==> src/rtl/bxr_pkg.sv <==
package bxr_pkg;
  typedef enum logic [1:0] {
    MODE_PASS = 2'd0,
    MODE_HOLD = 2'd1,
    MODE_LOAD = 2'd2
  } bxr_mode_e;

  function automatic bxr_mode_e pick_mode(input logic le, input logic rise);
    if (le)        return MODE_PASS;
    else if (rise) return MODE_LOAD;
    else           return MODE_HOLD;
  endfunction
endpackage

==> src/rtl/bxr_edge.sv <==
module bxr_edge (
  input  logic clk_i,
  input  logic rst_ni,
  input  logic lvl_i,
  output logic rise_o
);
  logic prev_q;

  always_ff @(posedge clk_i or negedge rst_ni) begin
    if (!rst_ni) prev_q <= 1'b0;
    else         prev_q <= lvl_i;
  end

  assign rise_o = lvl_i & ~prev_q;

  AST_RISE_ONCE: assert property (@(posedge clk_i) disable iff (!rst_ni)
    rise_o |=> !rise_o);
endmodule

==> src/rtl/bxr_store.sv <==
module bxr_store
  import bxr_pkg::*;
#(
  parameter int unsigned WIDTH = 18
) (
  input  logic             clk_i,
  input  logic             rst_ni,
  input  logic             le_i,
  input  logic             rise_i,
  input  logic [WIDTH-1:0] d_i,
  output logic [WIDTH-1:0] q_o
);
  bxr_mode_e        mode;
  logic [WIDTH-1:0] st_q;

  assign mode = pick_mode(le_i, rise_i);

  always_ff @(posedge clk_i or negedge rst_ni) begin
    if (!rst_ni) st_q <= '0;
    else if (mode != MODE_HOLD) st_q <= d_i;
  end

  // transparent path bypasses storage
  assign q_o = (mode == MODE_PASS) ? d_i : st_q;

  AST_PASS_TRACK: assert property (@(posedge clk_i) disable iff (!rst_ni)
    le_i |=> (st_q == $past(d_i)));
  AST_HOLD_STABLE: assert property (@(posedge clk_i) disable iff (!rst_ni)
    (!le_i && !rise_i) |=> $stable(st_q));
  AST_LOAD_CAPTURE: assert property (@(posedge clk_i) disable iff (!rst_ni)
    (!le_i && rise_i) |=> (st_q == $past(d_i)));
endmodule

==> src/rtl/bxr_drive.sv <==
module bxr_drive #(
  parameter int unsigned WIDTH   = 18,
  parameter bit          ACT_LOW = 1'b0
) (
  input  logic             en_i,
  input  logic [WIDTH-1:0] d_i,
  output logic [WIDTH-1:0] q_o,
  output logic [WIDTH-1:0] oe_o
);
  logic on;

  if (ACT_LOW) begin : g_low
    assign on = ~en_i;
  end else begin : g_high
    assign on = en_i;
  end

  for (genvar i = 0; i < WIDTH; i++) begin : g_bit
    assign q_o[i]  = d_i[i] & on;
    assign oe_o[i] = on;
  end
endmodule

==> src/rtl/bxr_dir.sv <==
module bxr_dir #(
  parameter int unsigned WIDTH      = 18,
  parameter bit          OE_ACT_LOW = 1'b0
) (
  input  logic             clk_i,
  input  logic             rst_ni,
  input  logic [WIDTH-1:0] d_i,
  input  logic             oe_i,
  input  logic             le_i,
  input  logic             stb_i,
  output logic [WIDTH-1:0] q_o,
  output logic [WIDTH-1:0] oe_o
);
  logic             rise;
  logic [WIDTH-1:0] path;

  bxr_edge u_edge (
    .clk_i  (clk_i),
    .rst_ni (rst_ni),
    .lvl_i  (stb_i),
    .rise_o (rise)
  );

  bxr_store #(.WIDTH(WIDTH)) u_store (
    .clk_i  (clk_i),
    .rst_ni (rst_ni),
    .le_i   (le_i),
    .rise_i (rise),
    .d_i    (d_i),
    .q_o    (path)
  );

  bxr_drive #(.WIDTH(WIDTH), .ACT_LOW(OE_ACT_LOW)) u_drive (
    .en_i (oe_i),
    .d_i  (path),
    .q_o  (q_o),
    .oe_o (oe_o)
  );
endmodule

==> src/rtl/bxr_top.sv <==
module bxr_top #(
  parameter int unsigned WIDTH = 18
) (
  input  logic             clk_i,
  input  logic             rst_ni,
  input  logic [WIDTH-1:0] a_i,
  input  logic [WIDTH-1:0] b_i,
  input  logic             ab_oe_i,
  input  logic             ba_oe_ni,
  input  logic             ab_le_i,
  input  logic             ba_le_i,
  input  logic             ab_clk_i,
  input  logic             ba_clk_i,
  output logic [WIDTH-1:0] a_o,
  output logic [WIDTH-1:0] a_oe_o,
  output logic [WIDTH-1:0] b_o,
  output logic [WIDTH-1:0] b_oe_o
);
  bxr_dir #(.WIDTH(WIDTH), .OE_ACT_LOW(1'b0)) u_ab (
    .clk_i  (clk_i),
    .rst_ni (rst_ni),
    .d_i    (a_i),
    .oe_i   (ab_oe_i),
    .le_i   (ab_le_i),
    .stb_i  (ab_clk_i),
    .q_o    (b_o),
    .oe_o   (b_oe_o)
  );

  bxr_dir #(.WIDTH(WIDTH), .OE_ACT_LOW(1'b1)) u_ba (
    .clk_i  (clk_i),
    .rst_ni (rst_ni),
    .d_i    (b_i),
    .oe_i   (ba_oe_ni),
    .le_i   (ba_le_i),
    .stb_i  (ba_clk_i),
    .q_o    (a_o),
    .oe_o   (a_oe_o)
  );

  AST_AB_OFF: assert property (@(posedge clk_i) disable iff (!rst_ni)
    !ab_oe_i |-> (b_oe_o == '0 && b_o == '0));
  AST_BA_OFF: assert property (@(posedge clk_i) disable iff (!rst_ni)
    ba_oe_ni |-> (a_oe_o == '0 && a_o == '0));
  AST_BA_PASS: assert property (@(posedge clk_i) disable iff (!rst_ni)
    (ba_le_i && !ba_oe_ni) |-> (a_o == b_i));
  AST_AB_PASS: assert property (@(posedge clk_i) disable iff (!rst_ni)
    (ab_le_i && ab_oe_i) |-> (b_o == a_i));
endmodule

==> config.mk <==
export PLATFORM = sky130hd
export DESIGN_NAME = bxr_top
export DESIGN_NICKNAME = d
export VERILOG_FILES = /design/src/rtl/bxr_pkg.sv /design/src/rtl/bxr_edge.sv /design/src/rtl/bxr_store.sv /design/src/rtl/bxr_drive.sv /design/src/rtl/bxr_dir.sv /design/src/rtl/bxr_top.sv
export SDC_FILE = /design/constraint.sdc
export NUM_CORES = 1
export LEC_CHECK = 0
export BUFFER_PORTS_ARGS = -buffer_cell sky130_fd_sc_hd__buf_4
export CORE_ASPECT_RATIO = 1.4
export CORE_MARGIN = 5
export CORE_UTILIZATION = 47
export DETAILED_ROUTE_END_ITERATION = 10
export PLACE_DENSITY = 0.83
export SLEW_MARGIN = 40
export SYNTH_ARGS = -nofsm -noshare
export SYNTH_HDL_FRONTEND = slang
export SYNTH_HIERARCHICAL = 1
export SYNTH_SLANG_ARGS = --single-unit
==> constraint.sdc <==
create_clock -name clk_i -period 1.6 [get_ports clk_i]
set_clock_uncertainty 0.2 [all_clocks]
set_input_delay 0.24 -clock clk_i [delete_from_list [all_inputs] [get_ports clk_i]]
set_output_delay 0.24 -clock clk_i [all_outputs]
set_load 0.02 [all_outputs]
======== After elaboration in Yosys (flattened, before gate mapping) ========
Cells that the tools add are included.
storage, ports and cells
  bits in registers ....................... 38
  input bits .............................. 44
  output and inout bits ................... 72
operators by class
  equality and inequality tests ........... 2
  mux-type cells .......................... 6
  bitwise gates (word level) .............. 41
  reductions and logical operators ........ 2
operators by type and width
  cell                count
  $and 1x1->1         38
  $mux 18             2
  $mux 2              4
  $logic_not 2->1     2
  $ne 2x1->1 const B  2
  $not 1->1           3

======== Longest topological paths before layout ========
  word-level depth ........................ 7
  depth in mapped cells ................... 4
  gate-level depth less buffers ........... 3

======== By module ========
Netlist, hierarchy kept.
modules (own cells, without submodules)
  module                    instances  cells each  area each (um^2)  seq. area each (um^2)
  bxr_store                 2          58          952.2             450.4
  bxr_drive (u_ab.u_drive)  1          37          276.5             0.0
  bxr_drive (u_ba.u_drive)  1          38          269.0             0.0
  bxr_edge                  2          2           38.8              25.0

======== Worst setup path after synthesis ========
No wires, ideal clock.
  kind .................................... in2out
  start ................................... input port ab_le_i
  end ..................................... output port b_o[2]
  arrival ................................. 1.101 ns
  path slack .............................. 0.059 ns
  stages .................................. 4
  path through ............................ buf_6 -> buf_4 -> mux2_2 -> and2_2
between the ends
  word-level cells in the longest chain between the ends .. 4
RTL lines
  item                line             source
  start: declaration  bxr_top.sv:10    input logic ab_le_i,
  $mux 2              bxr_pkg.sv:9     if (le) return MODE_PASS;
  $logic_not 2->1     bxr_store.sv:24  assign q_o = (mode == MODE_PASS) ? d_i : st_q;
  $mux 18             bxr_store.sv:24
  net u_ab.path[2]    bxr_dir.sv:15    logic [WIDTH-1:0] path;
  $and 1x1->1         bxr_drive.sv:19  assign q_o[i] = d_i[i] & on;
  end: declaration    bxr_top.sv:16    output logic [WIDTH-1:0] b_o,
The timed path passes the listed nets, and every way through them passes these cells.

======== Worst setup path after layout ========
  start ................................... register u_ba.u_store.st_q[2]
  end ..................................... output port a_o[2]
between the ends
  word-level cells in the longest chain between the ends .. 2
RTL lines
  item                      line             source
  start: declaration        bxr_store.sv:14  logic [WIDTH-1:0] st_q;
  start signal: assignment  bxr_store.sv:20  else if (mode != MODE_HOLD) st_q <= d_i;
  $mux 18                   bxr_store.sv:24
  net u_ba.path[2]          bxr_dir.sv:15
  $and 1x1->1               bxr_drive.sv:19
  end: declaration          bxr_top.sv:14    output logic [WIDTH-1:0] a_o,
The timed path passes the listed nets, and every way through them passes these cells.

==> flow_summary_export.csv <==
group,metric,value,unit
layout,design_area,3980,sq um
floorplan,ios,116,
grt,grt_pass1_vias,2024,
timing,final-max-slew-violation-count,0,
pwr,p_leak,0.00198,uW
routing,ant_nets,0,
floorplan,rows,31,
logic_synthesis,synth_fp_nets,239,
layout,final_cell_mix,"96 x buf_4, 38 x dfrtp_1, 38 x mux2_2",
worst_hold_path,hp-start,"a_i[13]",
worst_hold_path,hp-class,"in2reg",
grt,grt-ovfl-total,0,
layout,utilization,0.766,
clock_network,cts-buffers-inserted,5,
logic_synthesis,avgSynthCellArea,13.0,sq um
run_status,status,"finished with violations",
setup_path,crit_required,1160,ps
setup_path,crit_type,"reg2out",
routing,viasPerCell,4.73,
pwr,power_per_cell_area,723,nW/um^2
floorplan,initial_core_util,0.486,
floorplan,chipWidth,72.0,um
timing,finalHoldViolations,0,
grt,antenna_found_initial,0,
logic_synthesis,synth_cell_types,13,
layout,nets,369,
timing,rsz0062_at_grt,"yes",
placement,dp.final_hpwl,3790,um
logic_synthesis,syn_area,2530,sq um
layout,multi_input_area,1350,sq um
clock_network,cts_tree,"done",
layout,drive_gt1_frac,0.748,
flow_run,cap_violations,0,
timing,max_freq,598,MHz
layout,diodes,0,
logic_synthesis,yosysWarningCount,6,
timing,tightest_slew,477,ps
routing,dr.first_iter.drc_count,44,
setup_path,worstSetupEndpointType,"output pin",
layout,layout_commonest_cell,"buf_4",
clock_network,htreeDepth,2,
logic_synthesis,ys_ff_latch,38,
logic_synthesis,seq_area_frac_synth,0.376,
clock_network,cts_buffer_depth,2,
setup_path,r2r_cells,4,
setup_path,worst-r2r-setup-slack,200,ps
setup_path,crit_arrival,1230,ps
routing,drt-pass1-iter-count,3,
timing,period_needed,1670,ps
clock_network,cts.clk_slew.worst_paths,70,ps
timing,finalSetupViolCount,36,
setup_path,crit_path_max_fanout,2,
timing,period_share,1.04,
grt,grtUsageTotal,0.162,
setup_path,reg2reg_to,"u_ba/u_store/st_q[7]",
clock_network,insertion_delay,280,ps
layout,synthToLayoutAreaGrowth,57.5,%
clock_network,cts_root_buffer,"clkbuf_8",
layout,regArea,951,sq um
layout,fillerInstances,331,
routing,routed_wl,5790,um
run_status,violations,"setup timing",
worst_hold_path,whs_path_depth,2,
routing,wl_per_cell,14.8,um
logic_synthesis,netlist_instances,195,
timing,slew_headroom,0.682,
floorplan,die_h,96.8,um
placement,placed_cell_area,3180,sq um
placement,place_congestion,0.682,
grt,grt_max_degree,39,
setup_path,crit_path_start_kind,"flip-flop",
routing,vias,1853,
timing,fin_ws,-71.4,ps
floorplan,core,5200,sq um
worst_hold_path,hold_end,"u_ab/u_store/st_q[13]",
placement,dpl_worst_slack,-41.2,ps
routing,drc,0,
grt,grt_pass1_wl,9350,um
floorplan,die_area,6960,sq um
setup_path,regToRegStartpoint,"u_ba/u_edge/prev_q",
pwr,ir_drop,441,uV
placement,io_buffers,115,
clock_network,numClockSinks,38,
-- where the power goes --
| part | switching [uW] | internal, uW |
|---|---|---|
| clock network | 330 | 346 |
| registers | 50.2 | 1050 |
| logic | 430 | 667 |
| total | 810 | 2070 |
-- metal layers --
metal / GRT usage / wire length, um / vias up / part of all wire
li1: - / - / 877 / -
met2: 0.288 / 3080 / 80 / 0.53
met1: 0.187 / 2170 / 894 / 0.37
met5: 0 / 0 / - / 0
met4: 0.0376 / 16 / 0 / 0.0028
met3: 0.0456 / 522 / 2 / 0.090
-- cell type report --
class,count,area share
Sequential cell,38,0.239
Clock buffer,6,0.0207
Tap cell,66,0.0207
Multi-Input combinational cell,112,0.340
Clock inverter,2,0.00314
Timing Repair Buffer,167,0.376
Inverter,1,0.000943
-- metrics by stage --
| stage | instances | total power [uW] | hold WS [ps] | setup TNS, ps |
|---|---|---|---|---|
| after floorplan | 195 | 1690 | -256 | 0 |
| after global placement | 338 | 1950 | 37.0 | -282 |
| after detailed placement | 338 | 1970 | 38.3 | -451 |
| after CTS | 382 | 2830 | 0.186 | -1620 |
| after global routing | 392 | 3030 | 2.43 | -2890 |
| final | 392 | 2880 | 6.59 | -1380 |
-- logic make-up after synthesis --
kind of cell           count (synthesis)  share of synthesized area
buffers and inverters                 45                      0.147
muxes                                 72                      0.350
DFF                                   38                      0.376
and+or+nand+nor                       40                      0.127
-- state kept, by name (all words and copies together) (netlist names) --
signal,cells
u_ba/u_store/st_q,18
u_ab/u_store/st_q,18
u_ab/u_edge/prev_q,1
u_ba/u_edge/prev_q,1
-- timing repair --
item                                    in CTS  in global routing
setup buffers                                2                 10
hold endpoints to repair                    71                  0
endpoints found under the setup margin      36                 36
resized for setup                           59                 20
hold buffers                                34                  0
-- synth_stat cells, drive strengths merged --
cell type	number	share of area
mux2	72	0.35
and2b	8	0.024
and2	18	0.051
nor2	2	0.016
nor2b	12	0.036
dfrtp	38	0.38
inv	1	0.0015
buf	44	0.15
-- worst max path at each step --
stage / end / slack (ps) / startpoint / cells after the start
after floorplan: b_o[2] / 60 / ab_le_i / 4
after global placement: b_o[14] / -30 / ab_le_i / 4
after detailed placement: b_o[1] / -40 / ab_le_i / 4
after CTS: a_o[2] / -70 / u_ba/u_store/st_q[2] / 3
after global routing: a_o[8] / -120 / u_ba/u_store/st_q[8] / 3
final: a_o[2] / -70 / u_ba/u_store/st_q[2] / 3
-- worst max-delay path: stages, from the launching register on --
cell and delay (ps):
dfrtp_1 390, mux2_4 270, and2b_1 170, buf_6 130
No activity file was read; power rests on OpenSTA's default activity.
